**config.mk**
```make
export PLATFORM = sky130hd
export DESIGN_NAME = clkcfg_twi_regs
export DESIGN_NICKNAME = d
export VERILOG_FILES = /design/src/rtl/clkcfg_pkg.sv /design/src/rtl/clkcfg_edge.sv /design/src/rtl/clkcfg_fsm.sv /design/src/rtl/clkcfg_regfile.sv /design/src/rtl/clkcfg_twi_regs.sv
export SDC_FILE = /design/constraint.sdc
export NUM_CORES = 1
export LEC_CHECK = 0
export ABC_AREA = 1
export BUFFER_PORTS_ARGS = -buffer_cell sky130_fd_sc_hd__buf_2
export CORE_AREA = 2 2 82 115
export CTS_CLUSTER_DIAMETER = 40
export DETAILED_ROUTE_END_ITERATION = 8
export DIE_AREA = 0 0 84 117
export PLACE_DENSITY = 0.74
export SETUP_SLACK_MARGIN = 0.3
export SLEW_MARGIN = 20
export SYNTH_ARGS = -nofsm -noshare
export SYNTH_HDL_FRONTEND = slang
export SYNTH_SLANG_ARGS = --single-unit
```
**constraint.sdc**
```tcl
create_clock -name clk -period 2.66 [get_ports clk]
set_input_delay 0.133 -clock clk [delete_from_list [all_inputs] [get_ports clk]]
set_output_delay 0.133 -clock clk [all_outputs]
set_load 0.02 [all_outputs]
```
**src/rtl/clkcfg_pkg.sv**
```systemverilog
package clkcfg_pkg;
  localparam int unsigned NUM_REGS  = 8;
  localparam int unsigned NUM_RW    = 6;
  localparam int unsigned REG_AW    = $clog2(NUM_REGS);
  localparam int unsigned HDR_BYTES = 2;
  localparam int unsigned STRAP_REG = 1;

  typedef enum logic [2:0] {
    S_IDLE, S_ADDR, S_WRITE, S_READ, S_IGNORE
  } twi_state_t;

  function automatic logic [7:0] reg_default(input int unsigned idx);
    case (idx)
      0:       return 8'h00;
      1:       return 8'h1C;
      5:       return 8'h90;
      default: return 8'hFF;
    endcase
  endfunction

  function automatic logic [7:0] reg_wmask(input int unsigned idx);
    return (idx == STRAP_REG) ? 8'h1F : 8'hFF;
  endfunction
endpackage

```
**src/rtl/clkcfg_edge.sv**
```systemverilog
module clkcfg_edge (
  input  logic clk,
  input  logic rst_n,
  input  logic scl_i,
  input  logic sda_i,
  output logic scl_rise,
  output logic scl_fall,
  output logic start_det,
  output logic stop_det
);
  logic scl_q, sda_q;

  always_ff @(posedge clk or negedge rst_n) begin
    if (!rst_n) begin
      scl_q <= 1'b1;
      sda_q <= 1'b1;
    end else begin
      scl_q <= scl_i;
      sda_q <= sda_i;
    end
  end

  assign scl_rise  = scl_i & ~scl_q;
  assign scl_fall  = ~scl_i & scl_q;
  assign start_det = scl_i & scl_q & sda_q & ~sda_i;
  assign stop_det  = scl_i & scl_q & ~sda_q & sda_i;
endmodule

```
**src/rtl/clkcfg_fsm.sv**
```systemverilog
module clkcfg_fsm
  import clkcfg_pkg::*;
#(
  parameter logic [6:0]  SLAVE_ADDR = 7'h69,
  parameter int unsigned IDX_W      = 4
) (
  input  logic              clk,
  input  logic              rst_n,
  input  logic              sda_i,
  input  logic              scl_i,
  input  logic              scl_rise,
  input  logic              scl_fall,
  input  logic              start_det,
  input  logic              stop_det,
  input  logic [7:0]        rd_byte,
  output logic [IDX_W-1:0]  rd_sel,
  output logic              wr_en,
  output logic [REG_AW-1:0] wr_idx,
  output logic [7:0]        wr_data,
  output logic              sda_oe
);
  localparam logic [IDX_W-1:0] IDX_MAX = '1;
  localparam logic [IDX_W-1:0] IDX_LO  = IDX_W'(HDR_BYTES);
  localparam logic [IDX_W-1:0] IDX_HI  = IDX_W'(HDR_BYTES + NUM_REGS);

  twi_state_t       state_q, state_d;
  logic [3:0]       bitcnt_q, bitcnt_d;
  logic [7:0]       shreg_q, shreg_d;
  logic             ack_q, ack_d, mack_q, mack_d, nack_q, nack_d;
  logic             load_q, load_d, rw_q, rw_d, oe_q, oe_d;
  logic [IDX_W-1:0] idx_q, idx_d;
  logic             in_range;

  assign in_range = (idx_q >= IDX_LO) && (idx_q < IDX_HI);
  assign wr_idx   = REG_AW'(idx_q - IDX_LO);
  assign wr_data  = shreg_q;
  assign rd_sel   = idx_q;
  assign sda_oe   = oe_q;

  always_comb begin
    state_d  = state_q;  bitcnt_d = bitcnt_q; shreg_d = shreg_q;
    ack_d    = ack_q;    mack_d   = mack_q;   nack_d  = nack_q;
    load_d   = load_q;   rw_d     = rw_q;     oe_d    = oe_q;
    idx_d    = idx_q;    wr_en    = 1'b0;
    if (stop_det) begin
      state_d = S_IDLE; oe_d = 1'b0; ack_d = 1'b0; mack_d = 1'b0; load_d = 1'b0;
    end else if (start_det) begin
      state_d = S_ADDR; oe_d = 1'b0; ack_d = 1'b0; mack_d = 1'b0; load_d = 1'b0;
      bitcnt_d = 4'd0; idx_d = '0;
    end else begin
      case (state_q)
        S_ADDR, S_WRITE: begin
          if (ack_q) begin
            if (scl_fall) begin
              ack_d = 1'b0; oe_d = 1'b0; bitcnt_d = 4'd0;
              if (state_q == S_ADDR) begin
                idx_d = '0;
                if (rw_q) begin
                  state_d = S_READ; load_d = 1'b1;
                end else begin
                  state_d = S_WRITE;
                end
              end else if (idx_q != IDX_MAX) begin
                idx_d = idx_q + 1'b1;
              end
            end
          end else if (scl_rise && bitcnt_q != 4'd8) begin
            shreg_d  = {shreg_q[6:0], sda_i};
            bitcnt_d = bitcnt_q + 4'd1;
          end else if (scl_fall && bitcnt_q == 4'd8) begin
            if (state_q == S_ADDR) begin
              if (shreg_q[7:1] == SLAVE_ADDR) begin
                ack_d = 1'b1; oe_d = 1'b1; rw_d = shreg_q[0];
              end else begin
                state_d = S_IGNORE;
              end
            end else begin
              ack_d = 1'b1; oe_d = 1'b1; wr_en = in_range;
            end
          end
        end
        S_READ: begin
          if (load_q) begin
            load_d = 1'b0; shreg_d = rd_byte; oe_d = ~rd_byte[7]; bitcnt_d = 4'd0;
          end else if (mack_q) begin
            if (scl_rise) begin
              nack_d = sda_i;
            end else if (scl_fall) begin
              mack_d = 1'b0;
              if (nack_q) begin
                state_d = S_IGNORE;
              end else begin
                load_d = 1'b1;
                if (idx_q != IDX_MAX) idx_d = idx_q + 1'b1;
              end
            end
          end else if (scl_fall) begin
            if (bitcnt_q == 4'd7) begin
              oe_d = 1'b0; mack_d = 1'b1;
            end else begin
              shreg_d  = {shreg_q[6:0], 1'b0};
              oe_d     = ~shreg_q[6];
              bitcnt_d = bitcnt_q + 4'd1;
            end
          end
        end
        default: ;
      endcase
    end
  end

  always_ff @(posedge clk or negedge rst_n) begin
    if (!rst_n) begin
      state_q <= S_IDLE; bitcnt_q <= 4'd0; shreg_q <= 8'h00;
      ack_q   <= 1'b0;   mack_q   <= 1'b0; nack_q  <= 1'b0;
      load_q  <= 1'b0;   rw_q     <= 1'b0; oe_q    <= 1'b0;
      idx_q   <= '0;
    end else begin
      state_q <= state_d; bitcnt_q <= bitcnt_d; shreg_q <= shreg_d;
      ack_q   <= ack_d;   mack_q   <= mack_d;   nack_q  <= nack_d;
      load_q  <= load_d;  rw_q     <= rw_d;     oe_q    <= oe_d;
      idx_q   <= idx_d;
    end
  end

  // the pull-down is engaged only during the low phase of SCL
  a_r13_oe_rises_low: assert property (@(posedge clk) disable iff (!rst_n)
    $rose(oe_q) |-> !scl_i);
  // a STOP always lands in idle with SDA released
  a_r12_stop_to_idle: assert property (@(posedge clk) disable iff (!rst_n)
    stop_det |=> (state_q == S_IDLE) && !oe_q);
  // an ignored transfer never drives the bus
  a_r1_ignore_silent: assert property (@(posedge clk) disable iff (!rst_n)
    (state_q == S_IGNORE) |-> !oe_q);
  // master NACK ends the read
  a_r10_nack_ends: assert property (@(posedge clk) disable iff (!rst_n)
    (state_q == S_READ && mack_q && nack_q && scl_fall && !start_det && !stop_det)
      |=> (state_q == S_IGNORE) && !oe_q);
endmodule

```
**src/rtl/clkcfg_regfile.sv**
```systemverilog
module clkcfg_regfile
  import clkcfg_pkg::*;
#(
  parameter int unsigned IDX_W = 4,
  parameter logic [7:0]  ID_HI = 8'h98,
  parameter logic [7:0]  ID_LO = 8'h21
) (
  input  logic                     clk,
  input  logic                     rst_n,
  input  logic                     wr_en,
  input  logic [REG_AW-1:0]        wr_idx,
  input  logic [7:0]               wr_data,
  input  logic [IDX_W-1:0]         rd_sel,
  input  logic [2:0]               strap_i,
  output logic [7:0]               rd_byte,
  output logic [NUM_RW-1:0][7:0]   cfg_o
);
  logic [NUM_RW-1:0][7:0] regs_q, view;
  logic [NUM_RW-1:0]      we;

  for (genvar g = 0; g < NUM_RW; g++) begin : g_we
    assign we[g] = wr_en && (wr_idx == REG_AW'(g));
    // a write strobe lands the masked byte in its own register
    a_r3_write_lands: assert property (@(posedge clk) disable iff (!rst_n)
      we[g] |=> regs_q[g] == ($past(wr_data) & reg_wmask(g)));
  end

  always_ff @(posedge clk or negedge rst_n) begin
    if (!rst_n) begin
      for (int k = 0; k < NUM_RW; k++) regs_q[k] <= reg_default(k);
    end else begin
      for (int k = 0; k < NUM_RW; k++)
        if (we[k]) regs_q[k] <= wr_data & reg_wmask(k);
    end
  end

  always_comb begin
    view = regs_q;
    view[STRAP_REG][7:5] = strap_i;
  end

  always_comb begin
    rd_byte = 8'hFF;
    if (rd_sel == '0) rd_byte = 8'(NUM_REGS);
    for (int k = 0; k < NUM_RW; k++)
      if (rd_sel == IDX_W'(k + 1)) rd_byte = view[k];
    if (rd_sel == IDX_W'(NUM_RW + 1)) rd_byte = ID_HI;
    if (rd_sel == IDX_W'(NUM_RW + 2)) rd_byte = ID_LO;
  end

  assign cfg_o = regs_q;

  // strobes aimed at the identification slots leave storage untouched
  a_r8_ro_write_inert: assert property (@(posedge clk) disable iff (!rst_n)
    (wr_en && wr_idx >= REG_AW'(NUM_RW)) |=> $stable(regs_q));
endmodule

```
**src/rtl/clkcfg_twi_regs.sv**
```systemverilog
module clkcfg_twi_regs
  import clkcfg_pkg::*;
#(
  parameter logic [6:0] SLAVE_ADDR = 7'h69,
  parameter logic [7:0] ID_HI      = 8'h98,
  parameter logic [7:0] ID_LO      = 8'h21
) (
  input  logic       clk,
  input  logic       rst_n,
  input  logic       scl_i,
  input  logic       sda_i,
  output logic       sda_oe_o,
  input  logic [2:0] strap_i,
  output logic [5:0] sel_code_o,
  output logic       sw_sel_o,
  output logic       tristate_o,
  output logic       ss_en_o,
  output logic       ss_narrow_o,
  output logic [2:0] fixed_en_o,
  output logic [7:0] sdram_en_o,
  output logic [7:0] pci_en_o,
  output logic [7:0] misc_en_o,
  output logic [2:0] skew_o,
  output logic       sdram_free_o
);
  localparam int unsigned IDX_W = $clog2(HDR_BYTES + NUM_REGS + 1) + 1;

  logic [1:0]             rsync_q;
  logic                   rst_sn;
  logic                   scl_rise, scl_fall, start_det, stop_det;
  logic                   wr_en;
  logic [REG_AW-1:0]      wr_idx;
  logic [7:0]             wr_data, rd_byte;
  logic [IDX_W-1:0]       rd_sel;
  logic [NUM_RW-1:0][7:0] cfg;

  always_ff @(posedge clk or negedge rst_n) begin
    if (!rst_n) rsync_q <= 2'b00;
    else        rsync_q <= {rsync_q[0], 1'b1};
  end
  assign rst_sn = rsync_q[1];

  clkcfg_edge u_edge (
    .clk(clk), .rst_n(rst_sn), .scl_i(scl_i), .sda_i(sda_i),
    .scl_rise(scl_rise), .scl_fall(scl_fall),
    .start_det(start_det), .stop_det(stop_det)
  );

  clkcfg_fsm #(.SLAVE_ADDR(SLAVE_ADDR), .IDX_W(IDX_W)) u_fsm (
    .clk(clk), .rst_n(rst_sn), .sda_i(sda_i), .scl_i(scl_i),
    .scl_rise(scl_rise), .scl_fall(scl_fall),
    .start_det(start_det), .stop_det(stop_det),
    .rd_byte(rd_byte), .rd_sel(rd_sel),
    .wr_en(wr_en), .wr_idx(wr_idx), .wr_data(wr_data), .sda_oe(sda_oe_o)
  );

  clkcfg_regfile #(.IDX_W(IDX_W), .ID_HI(ID_HI), .ID_LO(ID_LO)) u_regs (
    .clk(clk), .rst_n(rst_sn), .wr_en(wr_en), .wr_idx(wr_idx),
    .wr_data(wr_data), .rd_sel(rd_sel), .strap_i(strap_i),
    .rd_byte(rd_byte), .cfg_o(cfg)
  );

  assign sel_code_o   = {cfg[0][1], cfg[0][2], cfg[0][7:4]};
  assign sw_sel_o     = cfg[0][3];
  assign tristate_o   = cfg[0][0];
  assign fixed_en_o   = cfg[1][4:2];
  assign ss_narrow_o  = cfg[1][1];
  assign ss_en_o      = cfg[1][0];
  assign sdram_en_o   = cfg[2];
  assign pci_en_o     = cfg[3];
  assign misc_en_o    = cfg[4];
  assign skew_o       = cfg[5][7:5];
  assign sdram_free_o = cfg[5][4];
endmodule

```
# ---- Word-level counts from Yosys, hierarchy flattened
# Cells that the tools add are included.
dict set report totals {
  register_bits 75
  input_bits 7
  output_inout_bits 42
  wordCells 226
}
dict set report op_classes {
  addsub 3
  order_cmp 2
  eq_ne 57
  mux 101
  bitwise 18
  reduce_logical 26
}
# cell count
set ops {}
lappend ops {{$mux 8} 15}
lappend ops {{$mux 5} 10}
lappend ops {{$mux 1} 48}
lappend ops {{$mux 3} 14}
lappend ops {{$ne 4x3->1 const B} 9}
lappend ops {{$mux 4} 8}
lappend ops {{$eq 5x3->1 const B} 4}
lappend ops {{$ne 4x4->1 const B} 4}
lappend ops {{$pmux 8 s2} 1}
lappend ops {{$reduce_and 8->1} 2}
lappend ops {{$ne 3x2->1 const B} 5}
lappend ops {{$ne 3x3->1 const B} 5}
lappend ops {{$ne 5x3->1 const B} 3}
lappend ops {{$ne 5x4->1 const B} 3}
lappend ops {{$ne 5x5->1 const B} 3}
lappend ops {{$reduce_and 7->1} 2}
lappend ops {{$eq 3x2->1 const B} 4}
lappend ops {{$reduce_and 12->1} 1}
lappend ops {{$not 1->1} 11}
lappend ops {{$eq 5x2->1 const B} 2}
lappend ops {{$pmux 5 s2} 1}
lappend ops {{$logic_and 1x1->1} 9}
lappend ops {{$reduce_and 9->1} 1}
lappend ops {{$reduce_bool 3->1} 3}
lappend ops {{29 further kinds} 39}

# ---- Depth between registers and ports, before layout
# Gate-level depths: netlist of the first run.
dict set report logic_depth {
  depth_word 15
  depth_mapped 15
  mapped_depth_nobuf 15
}

# ---- Hierarchy
# Synthesis of the first run repeated with hierarchy kept, for this count alone.
dict set report unflattened {
  hier_cells 612
  hier_area_um2 4473.0
}
# mod n_inst cells_per_inst area_per_inst_um2 seq_area_each_um2
set modules_own_cells {}
lappend modules_own_cells {clkcfg_regfile 1 290 2293.4 1162.4}
lappend modules_own_cells {clkcfg_fsm 1 306 2031.9 650.6}
lappend modules_own_cells {clkcfg_edge 1 13 93.8 52.6}
lappend modules_own_cells {clkcfg_twi_regs 1 3 53.8 50.0}

# ---- Worst setup path after synthesis of the first run
# No wires, ideal clock.
dict set report synth_timing {
  path_kind {flip-flop to flip-flop}
  from {reg u_fsm.idx_q[0], in the netlist u_fsm.rd_sel[0]}
  to {reg u_regs.regs_q (netlist bit u_regs.cfg_o[17])}
  arrival_ps 1867
  t_required_ps 2583
  setup_slack_ps 716
  stages_incl_launch_ff 12
  synth_period_minus_slack_ps 1944
  cell_sequence {dfrtp_1 -> inv_1 -> ha_1 -> inv_1 -> nor2_4 -> nand2_4 -> a31o_2 -> nor3_4 -> nand4_4 -> buf_6 -> nand2_1 -> o21ai_2}
}
dict set report synth_via {
  elab_chain_len 10
}
# item line
set synth_lines {}
lappend synth_lines {{start, declared} clkcfg_fsm.sv:31} ;# logic [IDX_W-1:0] idx_q, idx_d;
lappend synth_lines {{start signal, assigned} clkcfg_fsm.sv:122} ;# idx_q <= idx_d;
lappend synth_lines {{$ge 5x2->1 / $lt 5x4->1 (equally long branches)} clkcfg_fsm.sv:34} ;# assign in_range = (idx_q >= IDX_LO) && (idx_q < IDX_HI);
lappend synth_lines {{$logic_and 1x1->1} clkcfg_fsm.sv:34}
lappend synth_lines {{$mux 1} clkcfg_fsm.sv:71} ;# if (state_q == S_ADDR) begin
lappend synth_lines {{$mux 1} clkcfg_fsm.sv:70} ;# end else if (scl_fall && bitcnt_q == 4'd8) begin
lappend synth_lines {{$mux 1} clkcfg_fsm.sv:67} ;# end else if (scl_rise && bitcnt_q != 4'd8) begin
lappend synth_lines {{$mux 1} clkcfg_fsm.sv:53} ;# if (ack_q) begin
lappend synth_lines {{$mux 1} clkcfg_fsm.sv:51} ;# case (state_q)
lappend synth_lines {{$mux 1} clkcfg_fsm.sv:47} ;# end else if (start_det) begin
lappend synth_lines {{$mux 1} clkcfg_fsm.sv:45} ;# if (stop_det) begin
lappend synth_lines {{$logic_and 1x1->1 (*)} clkcfg_regfile.sv:22} ;# assign we[g] = wr_en && (wr_idx == REG_AW'(g));
lappend synth_lines {{end signal, assigned by index} clkcfg_regfile.sv:33} ;# if (we[k]) regs_q[k] <= wr_data & reg_wmask(k);
lappend synth_lines {{end, declared} clkcfg_regfile.sv:18} ;# logic [NUM_RW-1:0][7:0] regs_q, view;
# Every way passes the cells marked *; elsewhere a longest branch is shown, timed or not.
# A chain may end at the register's enable or synchronous reset.

# ---- Worst setup path after layout of the first run
dict set report layout_timing {
  from {reg u_fsm.idx_q[1], in the netlist u_fsm.rd_sel[1]}
  to {reg u_fsm.shreg_q[6], in the netlist u_fsm.wr_data[6]}
}
dict set report layout_via {
  elab_chain_len 12
}
# item line
set layout_lines {}
lappend layout_lines {{$logic_not 5->1} clkcfg_regfile.sv:44} ;# if (rd_sel == '0) rd_byte = 8'(NUM_REGS);
lappend layout_lines {{$mux 8} clkcfg_regfile.sv:44}
lappend layout_lines {{$mux 8 (6 in series)} clkcfg_regfile.sv:46} ;# if (rd_sel == IDX_W'(k + 1)) rd_byte = view[k];
lappend layout_lines {{$mux 8} clkcfg_regfile.sv:47} ;# if (rd_sel == IDX_W'(NUM_RW + 1)) rd_byte = ID_HI;
lappend layout_lines {{$mux 8 (*)} clkcfg_regfile.sv:48} ;# if (rd_sel == IDX_W'(NUM_RW + 2)) rd_byte = ID_LO;
lappend layout_lines {{$mux 8 (*)} clkcfg_fsm.sv:83} ;# if (load_q) begin
lappend layout_lines {{$pmux 8 s2 (*)} clkcfg_fsm.sv:51}
lappend layout_lines {{end signal, assigned} clkcfg_fsm.sv:119} ;# state_q <= state_d; bitcnt_q <= bitcnt_d; shreg_q <= shreg_d;
lappend layout_lines {{end, declared} clkcfg_fsm.sv:28} ;# logic [7:0] shreg_q, shreg_d;
# Marked as above.

==> results_dict.tcl, run 1 <==
set metrics [dict create \
    avgSynthCellArea_um2 7.65 \
    ir_drop_uv 527 \
    initial_utilization 0.529 \
    setup_tns_ns 0 \
    synth_compound_area_frac 0.156 \
    final_antenna_net_count 0 \
    grt_pass1_vias 3944 \
    worstMarginPinSlew_ns 0.747 \
    setup_ws_ns 0.442 \
    antenna_found_initial 0 \
    cts_buffer_depth 2 \
    place_hpwl_mm 8.72 \
    htreeDepth 3 \
    ff2ff_path_depth 13 \
    n_antenna_cell 0 \
    grt_start_max_net_pins 44 \
    required_ns 2.88 \
    nNetsFinal 648 \
    worst-path-max-fanout 6 \
    synth_cells 613 \
    ys_types 44 \
    numClockSinks 75 \
    cts_tree "done" \
    synth_nets 628 \
    drt-initial-drc-count 319 \
    core-area_mm2 0.00887 \
    end_kind "flop" \
    synth_xor_area_frac 0.00747 \
    setup_viol 0 \
    layout-drive-gt1-share 0.255 \
    synth_mux_area_frac 0 \
    die_y_um 117 \
    drt_pass1_iterations 6 \
    grt_usage 0.248 \
    synth_edf_count 0 \
    min_path_type "in2async" \
    fin_crit_sh 0.834 \
    slew_headroom 0.502 \
    ys_ff_latch 75 \
    cts_buffers 9 \
    p_total_uw 4260 \
    r2r_end "u_fsm.wr_data[6]$_DFFE_PN0P_" \
    leakage_uw 0.00261 \
    detail_route.wl_per_cell_um 16.1 \
    rsz0062_at_grt "no" \
    yosysWarningCount 0 \
    power.density_mw_per_mm2 822 \
    syn_to_final_growth_pct 10.5 \
    syn_area_mm2 0.00469 \
    rows 41 \
    preCtsSetupSlack_ns 0.319 \
    drc_errors 0 \
    clkTransAtPathRegs_ns 0.06 \
    synth_simple_gate_area_share 0.258 \
    cts-root-buf "clkbuf_16" \
    synth_async_sr_flop_share 1.00 \
    wl_mm 12.0 \
    grt_first_pass_wirelength_mm 19.1 \
    status "finished clean" \
    io_pins 49 \
    fin_hold_ws_ns 0.0992 \
    yosysSeqAreaShare 0.408 \
    r2r_start "u_fsm.rd_sel[1]$_DFFE_PN0P_" \
    vias 4080 \
    synth_top_family_by_area "simple AND/OR/NAND/NOR gates" \
    viasPerCell 5.48 \
    slew_violations 0 \
    clock_latency_ns 0.34 \
    synth-main-ff-cell "dfrtp_1" \
    hold_viol_final 0 \
    crit_type "reg2reg" \
    fmax_ghz 0.451 \
    fin_worst_skew_ns 0.00738 \
    die_area_mm2 0.00983 \
    io_buffers 48 \
    die_x_um 84 \
    arrival_ns 2.44 \
    fin_crit_ns 2.22 \
    synth-adder-area-share 0.0213 \
    r2r_setup_slack_ns 0.44 \
    finalWeightedCongestion 0.916 \
    cap_violations 0 \
    startpoint_type "flop" \
    grt_overflow 0 \
]
-- per-layer routing --
metal,GRT usage,vias up,share of wire
li1,-,1958,-
met2,0.455,151,0.53
met4,0.126,0,0.046
met5,0,-,0
met3,0.0477,40,0.050
met1,0.275,1931,0.38
-- through the flow --
step / utilization / area (µm²) / std cells
floorplan: - / 4690 / 613
global placement: 0.533 / 4730 / 721
detailed placement: 0.533 / 4730 / 721
CTS: 0.575 / 5100 / 741
global route: 0.584 / 5180 / 745
finish: 0.584 / 5180 / 745
-- cells in the mapped netlist (all sizes together) (2+ instances only) --
cell | number | share of area
nand3 | 26 | 0.030
nand3b | 4 | 0.0064
or2 | 6 | 0.0080
nand2 | 131 | 0.11
ha | 8 | 0.021
a31oi | 2 | 0.0059
o211ai | 2 | 0.0043
clkbuf | 3 | 0.0024
inv | 87 | 0.070
o22ai | 2 | 0.0027
nor3 | 8 | 0.012
o21bai | 2 | 0.0032
buf | 46 | 0.075
dfrtp | 44 | 0.23
xor2 | 4 | 0.0075
o21ai | 65 | 0.082
nor2 | 78 | 0.068
dfstp | 31 | 0.17
a21oi | 48 | 0.051
nand4 | 9 | 0.021
-- power by group --
| group | switching, µW | total [µW] | internal [µW] |
|---|---|---|---|
| combinational | 940 | 1350 | 412 |
| sequential | 287 | 1590 | 1300 |
| clock | 494 | 1320 | 823 |
-- flip-flops by register name (all words and copies together) (netlist names), 2 cells and up --
register and cells:
u_regs.cfg_o 45, u_fsm.wr_data 8, u_fsm.rd_sel 5, u_fsm.bitcnt_q 4, u_fsm.state_q 3, rsync_q 2
-- layout make-up --
type	instances	area, µm²
Fill cell	784	3690
Multi-Input combinational cell	401	2120
Sequential cell	75	1920
Timing Repair Buffer	58	360
Inverter	88	332
Clock buffer	10	229
Tap cell	107	134
Clock inverter	6	88.8
-- worst max-delay path: stages, from the launching register on --
cell     delay, ns
dfrtp_1       0.43
inv_1         0.14
ha_1          0.30
inv_1         0.09
nor2_1        0.22
nand2_1       0.19
nand2_1       0.13
nand2_1       0.06
a21oi_1       0.11
o21ai_0       0.11
nand2_1       0.14
nand2_1       0.06
nand2_1       0.06
a21oi_1       0.07
-- what timing repair did --
item,in CTS,in global routing
hold buffers,3,0
pin swaps,1,3
setup buffers,1,4
gates resized for setup,0,9
endpoints found under the hold margin,4,0
endpoints found under the setup margin,1,35
-- worst max-delay path by stage --
stage	end	cells after the start	start	slack (ns)
final	u_fsm.wr_data[6]$_DFFE_PN0P_	13	u_fsm.rd_sel[1]$_DFFE_PN0P_	0.44
after global routing	u_fsm.wr_data[6]$_DFFE_PN0P_	13	u_fsm.rd_sel[1]$_DFFE_PN0P_	0.30
after CTS	u_regs.cfg_o[22]$_DFFE_PN1P_	10	u_fsm.rd_sel[0]$_DFFE_PN0P_	0.32
after detailed placement	u_regs.cfg_o[27]$_DFFE_PN1P_	10	u_fsm.rd_sel[0]$_DFFE_PN0P_	0.32
after global placement	u_regs.cfg_o[28]$_DFFE_PN1P_	10	u_fsm.rd_sel[0]$_DFFE_PN0P_	0.39
after floorplan	u_fsm.ack_q$_DFFE_PN0P_	0	rsync_q[1]$_DFF_PN0_	0.47
-- layout by cell type (no fill, tap or decap), types with 2 or more instances in the layout --
master,synthesis,final
a21oi_1,48,47
buf_12,0,3
buf_2,4,48
buf_4,36,4
bufinv_16,0,2
clkbuf_16,0,9
clkinv_2,1,2
clkinvlp_4,0,2
dfrtp_1,44,43
dfstp_2,31,31
dlygate4sd3_1,0,3
ha_1,8,8
inv_1,84,84
inv_2,3,3
nand2_1,121,118
nand2_2,9,12
nand3_1,24,24
nand3_2,2,2
nand3b_1,4,4
nand4_1,5,5
nand4_4,2,4
nor2_1,70,68
nor2_2,7,8
nor2_4,1,2
nor3_1,6,6
o21ai_0,48,48
o21ai_2,16,16
o21bai_1,2,2
o22ai_1,2,2
or2_2,6,6
xor2_1,4,4
-- kinds of logic (layout without fill, tap and decap cells) --
logic type | after synthesis | after routing
buffers and inverters | 137 | 162
other | 1 | 1
AOI/OAI and AO/OA | 125 | 125
DFF | 75 | 75
and+or+nand+nor | 263 | 263
adders and majority gates | 8 | 8
xor gates and xnor gates | 4 | 4
(Power assumes the default switching activity.)
==> inputs of run 2 (changes only) <==
--- a/config.mk
+++ b/config.mk
@@ -5,12 +5,12 @@
 export SDC_FILE = /design/constraint.sdc
 export NUM_CORES = 1
 export LEC_CHECK = 0
-export ABC_AREA = 1
+export ABC_AREA = 0
 export BUFFER_PORTS_ARGS = -buffer_cell sky130_fd_sc_hd__buf_2
-export CORE_AREA = 2 2 82 115
+export CORE_AREA = 2 2 81 114
 export CTS_CLUSTER_DIAMETER = 40
 export DETAILED_ROUTE_END_ITERATION = 8
-export DIE_AREA = 0 0 84 117
+export DIE_AREA = 0 0 83 116
 export PLACE_DENSITY = 0.74
 export SETUP_SLACK_MARGIN = 0.3
 export SLEW_MARGIN = 20
==> constraint.sdc (replaced) <==
create_clock -name clk -period 2.2 [get_ports clk]
set_input_delay 0.11 -clock clk [delete_from_list [all_inputs] [get_ports clk]]
set_output_delay 0.11 -clock clk [all_outputs]
set_load 0.02 [all_outputs]
==> results_dict.tcl, run 2 <==
set metrics [dict create \
    status "finished with violations" \
    violations "setup timing" \
    leakage_uw 0.00272 \
    pwr-share-clk 0.246 \
    cts-root-buf "clkbuf_16" \
    avgSynthCellArea_um2 9.57 \
    r2r_start "u_fsm.bitcnt_q[0]$_DFFE_PN0P_" \
    hold_viol_final 0 \
    place_hpwl_mm 8.32 \
    grt_usage 0.265 \
    fin_util 0.704 \
    cap_violations 0 \
    slowest_delay_ns 0.38 \
    synth_nets 495 \
    use_met2 0.457 \
    r2r_setup_slack_ns -0.02 \
    yosysWarningCount 0 \
    fin_crit_sh 1.01 \
    synth-main-ff-cell "dfrtp_1" \
    synth_async_sr_flop_share 1.00 \
    crit_type "reg2reg" \
    drt_pass1_iterations 5 \
    gr-usage-met1 0.301 \
    startpoint_type "flop" \
    finalWeightedCongestion 0.921 \
    p_switching_uw 2140 \
    setup_viol 1 \
    viasPerCell 6.15 \
    drt-initial-drc-count 289 \
    n_antenna_cell 0 \
    layout_common_cells "48 x buf_4, 48 x buf_2, 38 x dfrtp_1" \
    crit_buf_inv 3 \
    io_buffers 48 \
    use_met3 0.0477 \
    rsz0062_at_grt "yes" \
    synth_cells 480 \
    htreeDepth 3 \
    setup_tns_ns -0.0214 \
    cts_tree "done" \
    fin_worst_skew_ns 0.00671 \
    required_ns 2.42 \
    detail_route.wl_per_cell_um 20.3 \
    synth.most_common_cell "dfrtp_1" \
    synth_edf_count 0 \
    yosys.area.top_type_share 0.240 \
    initial_utilization 0.537 \
    grt_pass1_vias 3984 \
    p_int_uw 3570 \
    r2r_end "u_regs.cfg_o[43]$_DFFE_PN0P_" \
    die_y_um 116 \
    setup_ws_ns -0.0214 \
    crit_chain "inv_1 -> ha_1 -> nand3b_1 -> nor4_4 -> nand4_4 -> buf_6 -> nor3_4 -> buf_6 -> mux2_4" \
    slowest_stage "dfrtp_1" \
    ff2ff_path_depth 9 \
    ys_ff_latch 75 \
    wl_mm 13.4 \
    worst-path-max-fanout 4 \
    syn_to_final_growth_pct 31.2 \
    arrival_ns 2.45 \
    clkTransAtPathRegs_ns 0.06 \
    fin_crit_ns 2.22 \
    cts_buffers 9 \
    rows 40 \
    grt_overflow 0 \
    busiest_layer "met2" \
    yosysSeqAreaShare 0.417 \
    end_kind "flop" \
    syn_area_mm2 0.00459 \
    vias 4072 \
    fmax_ghz 0.450 \
    synth_commonest_cells "44 x dfrtp_1, 41 x mux2_2, 37 x a21oi_1, 37 x buf_4, 34 x nand2_1" \
    min_path_type "in2async" \
    cp_top_family "simple AND/OR/NAND/NOR gates" \
    power.density_mw_per_mm2 949 \
    layout-drive-gt1-share 0.519 \
    clock_latency_ns 0.34 \
    drc_errors 0 \
    slew_violations 0 \
    synthTopCellsByArea "dfrtp_1 24%, dfstp_2 18%, mux2_2 10%, buf_4 6.0%, a21oi_1 4.0%" \
    power_frac_comb 0.459 \
    grt_first_pass_wirelength_mm 20.1 \
    grt_start_max_net_pins 74 \
    die_x_um 83 \
    io_pins 49 \
    crit_top_cell "buf_6" \
    die_area_mm2 0.00963 \
    power_frac_seq 0.295 \
    synth_top_area_cell "dfrtp_1" \
    final_antenna_net_count 0 \
    cts_buffer_depth 2 \
    switching_share 0.375 \
    ir_drop_uv 604 \
    nNetsFinal 567 \
    antenna_found_initial 0 \
    ys_types 69 \
    largest_reg_flops 45 \
    core-area_mm2 0.00856 \
    numClockSinks 75 \
]
run 2: cell types whose count changed after synthesis, sizes merged, moves of 7 or more:
| cell | previous run | this run |
|---|---|---|
| a21oi | 48 | 37 |
| a31oi | 2 | 11 |
| clkbuf | 3 | 22 |
| inv | 87 | 27 |
| mux2 | 0 | 41 |
| nand2 | 131 | 37 |
| nand2b | 0 | 8 |
| nand3 | 26 | 10 |
| nand4 | 9 | 2 |
| nor2 | 78 | 34 |
| nor2b | 0 | 10 |
| o21ai | 65 | 26 |
run 2: metal layers:
layer  vias up  routed length, µm
met3        51                617
met4         0                734
met1      2019               5150
met2       183               6930
met5         -                  0
li1       1819                  -
run 2: cells by family after synthesis:
kind of cell / Yosys count / share of synthesized area
adder cells (fa/ha/maj): 9 / 0.0240
AO/OA/AOI/OAI: 122 / 0.178
multiplexers: 42 / 0.103
AND/OR/NAND/NOR: 136 / 0.164
XOR/XNOR: 2 / 0.00545
flip-flops: 75 / 0.417
buffers and inverters: 93 / 0.108
other: 1 / 0.000816
run 2: power by group through the flow:
stage	clock network (µW)	logic, µW	registers (µW)
global placement	0	1790	1680
global route	1490	2790	1700
detailed placement	0	1820	1690
floorplan	0	1150	1680
finish	1410	2620	1690
CTS	1420	2100	1670
run 2: worst max-delay path by stage:
stage                             startpoint                           end  slack (ns)  cells past startpoint
3_5_place_dp          u_edge.scl_q$_DFF_PN1_  u_regs.cfg_o[38]$_DFFE_PN1P_       0.002                      6
4_1_cts               u_edge.scl_q$_DFF_PN1_   u_regs.cfg_o[4]$_DFFE_PN0P_        0.06                      6
3_3_place_gp          u_edge.scl_q$_DFF_PN1_  u_regs.cfg_o[34]$_DFFE_PN1P_        0.06                      6
2_1_floorplan         u_edge.scl_q$_DFF_PN1_  u_regs.cfg_o[32]$_DFFE_PN1P_       -0.02                      6
6_report       u_fsm.bitcnt_q[0]$_DFFE_PN0P_  u_regs.cfg_o[43]$_DFFE_PN0P_       -0.02                      9
5_1_grt        u_fsm.bitcnt_q[0]$_DFFE_PN0P_  u_regs.cfg_o[43]$_DFFE_PN0P_       -0.13                      9
run 2: per-stage QoR:
step	std cells	total power [µW]	hold slack, ns	area (µm²)	worst slack (ns)
floorplan	480	2820	-0.186	4630	-0.0188
global placement	615	3470	-0.106	5000	0.0553
detailed placement	615	3510	-0.104	5000	0.00215
CTS	647	5180	0.0661	5620	0.0619
global route	662	5980	0.0977	6030	-0.131
finish	662	5720	0.0866	6030	-0.0214
run 2: final cells by class:
cell class / count / area [µm²]
clock buffers: 13 / 260
clock inverters: 3 / 21.3
fillers: 579 / 2530
inverters: 27 / 101
multi-input cells: 312 / 2600
flip-flops and latches: 75 / 1920
well taps: 105 / 131
repair buffers: 127 / 990
run 2: repair_timing:
item | CTS | global route
hold endpoints to repair | 4 | 0
buffers inserted | 13 | 13
endpoints found under the setup margin | 66 | 67
hold buffers | 3 | 0
pin swaps | 13 | 38
resized for setup | 58 | 82
gates cloned | 0 | 2
==> inputs of run 3 (changes only) <==
--- a/config.mk
+++ b/config.mk
@@ -5,12 +5,13 @@
 export SDC_FILE = /design/constraint.sdc
 export NUM_CORES = 1
 export LEC_CHECK = 0
-export ABC_AREA = 0
+export ABC_AREA = 1
 export BUFFER_PORTS_ARGS = -buffer_cell sky130_fd_sc_hd__buf_2
-export CORE_AREA = 2 2 81 114
+export CAP_MARGIN = 20
+export CORE_AREA = 2 2 82 115
 export CTS_CLUSTER_DIAMETER = 40
 export DETAILED_ROUTE_END_ITERATION = 8
-export DIE_AREA = 0 0 83 116
+export DIE_AREA = 0 0 84 117
 export PLACE_DENSITY = 0.74
 export SETUP_SLACK_MARGIN = 0.3
 export SLEW_MARGIN = 20
==> results_dict.tcl, run 3 (synthesis gave the netlist of run 1 again) <==
set metrics [dict create \
    status "finished clean" \
    cts_buffers 9 \
    crit_path_end "u_regs.cfg_o[1]$_DFFE_PN0P_" \
    cts-root-buf "clkbuf_16" \
    detail_route.wl_per_cell_um 18.6 \
    rsz0062_at_grt "yes" \
    finalWeightedCongestion 0.941 \
    die_y_um 117 \
    cts_buffer_depth 2 \
    fin_cells 789 \
    startpoint_type "flop" \
    wl_met2_mm 7.66 \
    r2r_end "u_regs.cfg_o[1]$_DFFE_PN0P_" \
    met1_length_mm 5.15 \
    initial_utilization 0.529 \
    antenna_found_initial 0 \
    setup_tns_ns 0 \
    layout_common_cells "96 x nand2_1, 75 x inv_1, 64 x nor2_1" \
    crit_chain "inv_2 -> ha_4 -> inv_4 -> buf_4 -> nor2_1 -> o211ai_2 -> nor2_4 -> buf_4 -> nand2_4 -> nor2_1 -> a21oi_1" \
    drc_errors 0 \
    n_antenna_cell 0 \
    die_x_um 84 \
    place_hpwl_mm 8.73 \
    layout-drive-gt1-share 0.389 \
    min_path_type "in2async" \
    grt_start_max_net_pins 74 \
    cts_tree "done" \
    vias 4578 \
    final_common_cell "nand2_1" \
    clkTransAtPathRegs_ns 0.06 \
    grt_overflow 0 \
    required_ns 2.43 \
    crit_type "reg2reg" \
    r2r_setup_slack_ns 0.14 \
    syn_to_final_growth_pct 26.9 \
    r2r_start "u_fsm.rd_sel[0]$_DFFE_PN0P_" \
    setup_ws_ns 0.137 \
    cap_violations 0 \
    preCtsSetupSlack_ns 0.0601 \
    fmax_ghz 0.485 \
    fin_crit_sh 0.938 \
    grt_first_pass_wirelength_mm 19.4 \
    fin_util 0.671 \
    ff2ff_path_depth 11 \
    grt_pass1_vias 4067 \
    fin_crit_ns 2.06 \
    core-area_mm2 0.00887 \
    largest_reg_flops 45 \
    setup_viol 0 \
    slowest_stage "dfrtp_2" \
    wl_mm 14.7 \
    die_area_mm2 0.00983 \
    io_buffers 48 \
    rows 41 \
    viasPerCell 5.80 \
    drt_pass1_iterations 6 \
    nNetsFinal 692 \
    route.met3.wl_um 926 \
    ir_drop_uv 699 \
    hold_viol_final 0 \
    slew_violations 0 \
    final_antenna_net_count 0 \
    worstMarginPinSlew_ns 0.548 \
    routed.top_layer "met4" \
    io_pins 49 \
    slew_headroom 0.634 \
    clock_latency_ns 0.35 \
    drt-initial-drc-count 461 \
    end_kind "flop" \
    numClockSinks 75 \
    fin_worst_skew_ns 0.00758 \
    arrival_ns 2.29 \
    leakage_uw 0.00294 \
    worst-path-max-fanout 8 \
    power.density_mw_per_mm2 1020 \
    dp_cells 738 \
    grt_usage 0.253 \
    htreeDepth 3 \
    crit_start "u_fsm.rd_sel[0]$_DFFE_PN0P_" \
    slowest_delay_ns 0.44 \
]
[run 3: how the worst min path moves through the flow]
stage                     slack, ns                   end   from  cells after the start
after global routing           0.11  rsync_q[1]$_DFF_PN0_  rst_n                      2
after detailed placement      -0.10  rsync_q[0]$_DFF_PN0_  rst_n                      1
after floorplan               -0.19  rsync_q[0]$_DFF_PN0_  rst_n                      0
after CTS                      0.07  rsync_q[1]$_DFF_PN0_  rst_n                      2
after global placement        -0.10  rsync_q[0]$_DFF_PN0_  rst_n                      1
final                          0.06  rsync_q[1]$_DFF_PN0_  rst_n                      2
[run 3: layout make-up]
class / count / area, µm²
Tap cell: 107 / 134
Multi-Input combinational cell: 405 / 2540
Timing Repair Buffer: 98 / 703
Clock buffer: 11 / 233
Sequential cell: 75 / 1920
Clock inverter: 5 / 78.8
Fill cell: 660 / 2920
Inverter: 88 / 339
[run 3: critical path, delay by kind of cell (launching register included)]
| kind | cells | cell delay (ns) |
|---|---|---|
| flip-flops | 1 | 0.44 |
| buffers and inverters | 4 | 0.44 |
| AND/OR/NAND/NOR | 4 | 0.66 |
| adder cells (fa/ha/maj) | 1 | 0.15 |
| AO/OA/AOI/OAI | 2 | 0.27 |
[run 3: metrics by stage]
step                      hold slack [ns]  total power, µW  area (µm²)
after floorplan                    -0.186             3040        4690
after global placement             -0.105             3560        4860
after detailed placement           -0.103             3600        4860
after CTS                          0.0686             5290        5350
after global routing                0.107             6340        5950
final                              0.0648             6080        5950
[run 3: timing repair]
action / CTS / global route
hold buffers: 3 / 0
pin swaps: 3 / 32
buffers inserted: 9 / 18
endpoints found under the hold margin: 4 / 0
resized for setup: 23 / 114
gates cloned: 1 / 4
setup endpoints to repair: 42 / 66
[run 3: where the power goes]
group          internal [µW]  switching (µW)
clock                    992             596
sequential              1580             372
combinational            934            1600
[run 3: routing by layer]
layer  vias up  global-route usage
met1      2177               0.269
met3        79              0.0442
met2       257               0.463
met4         0               0.167
li1       2065                   -
met5         -                   0
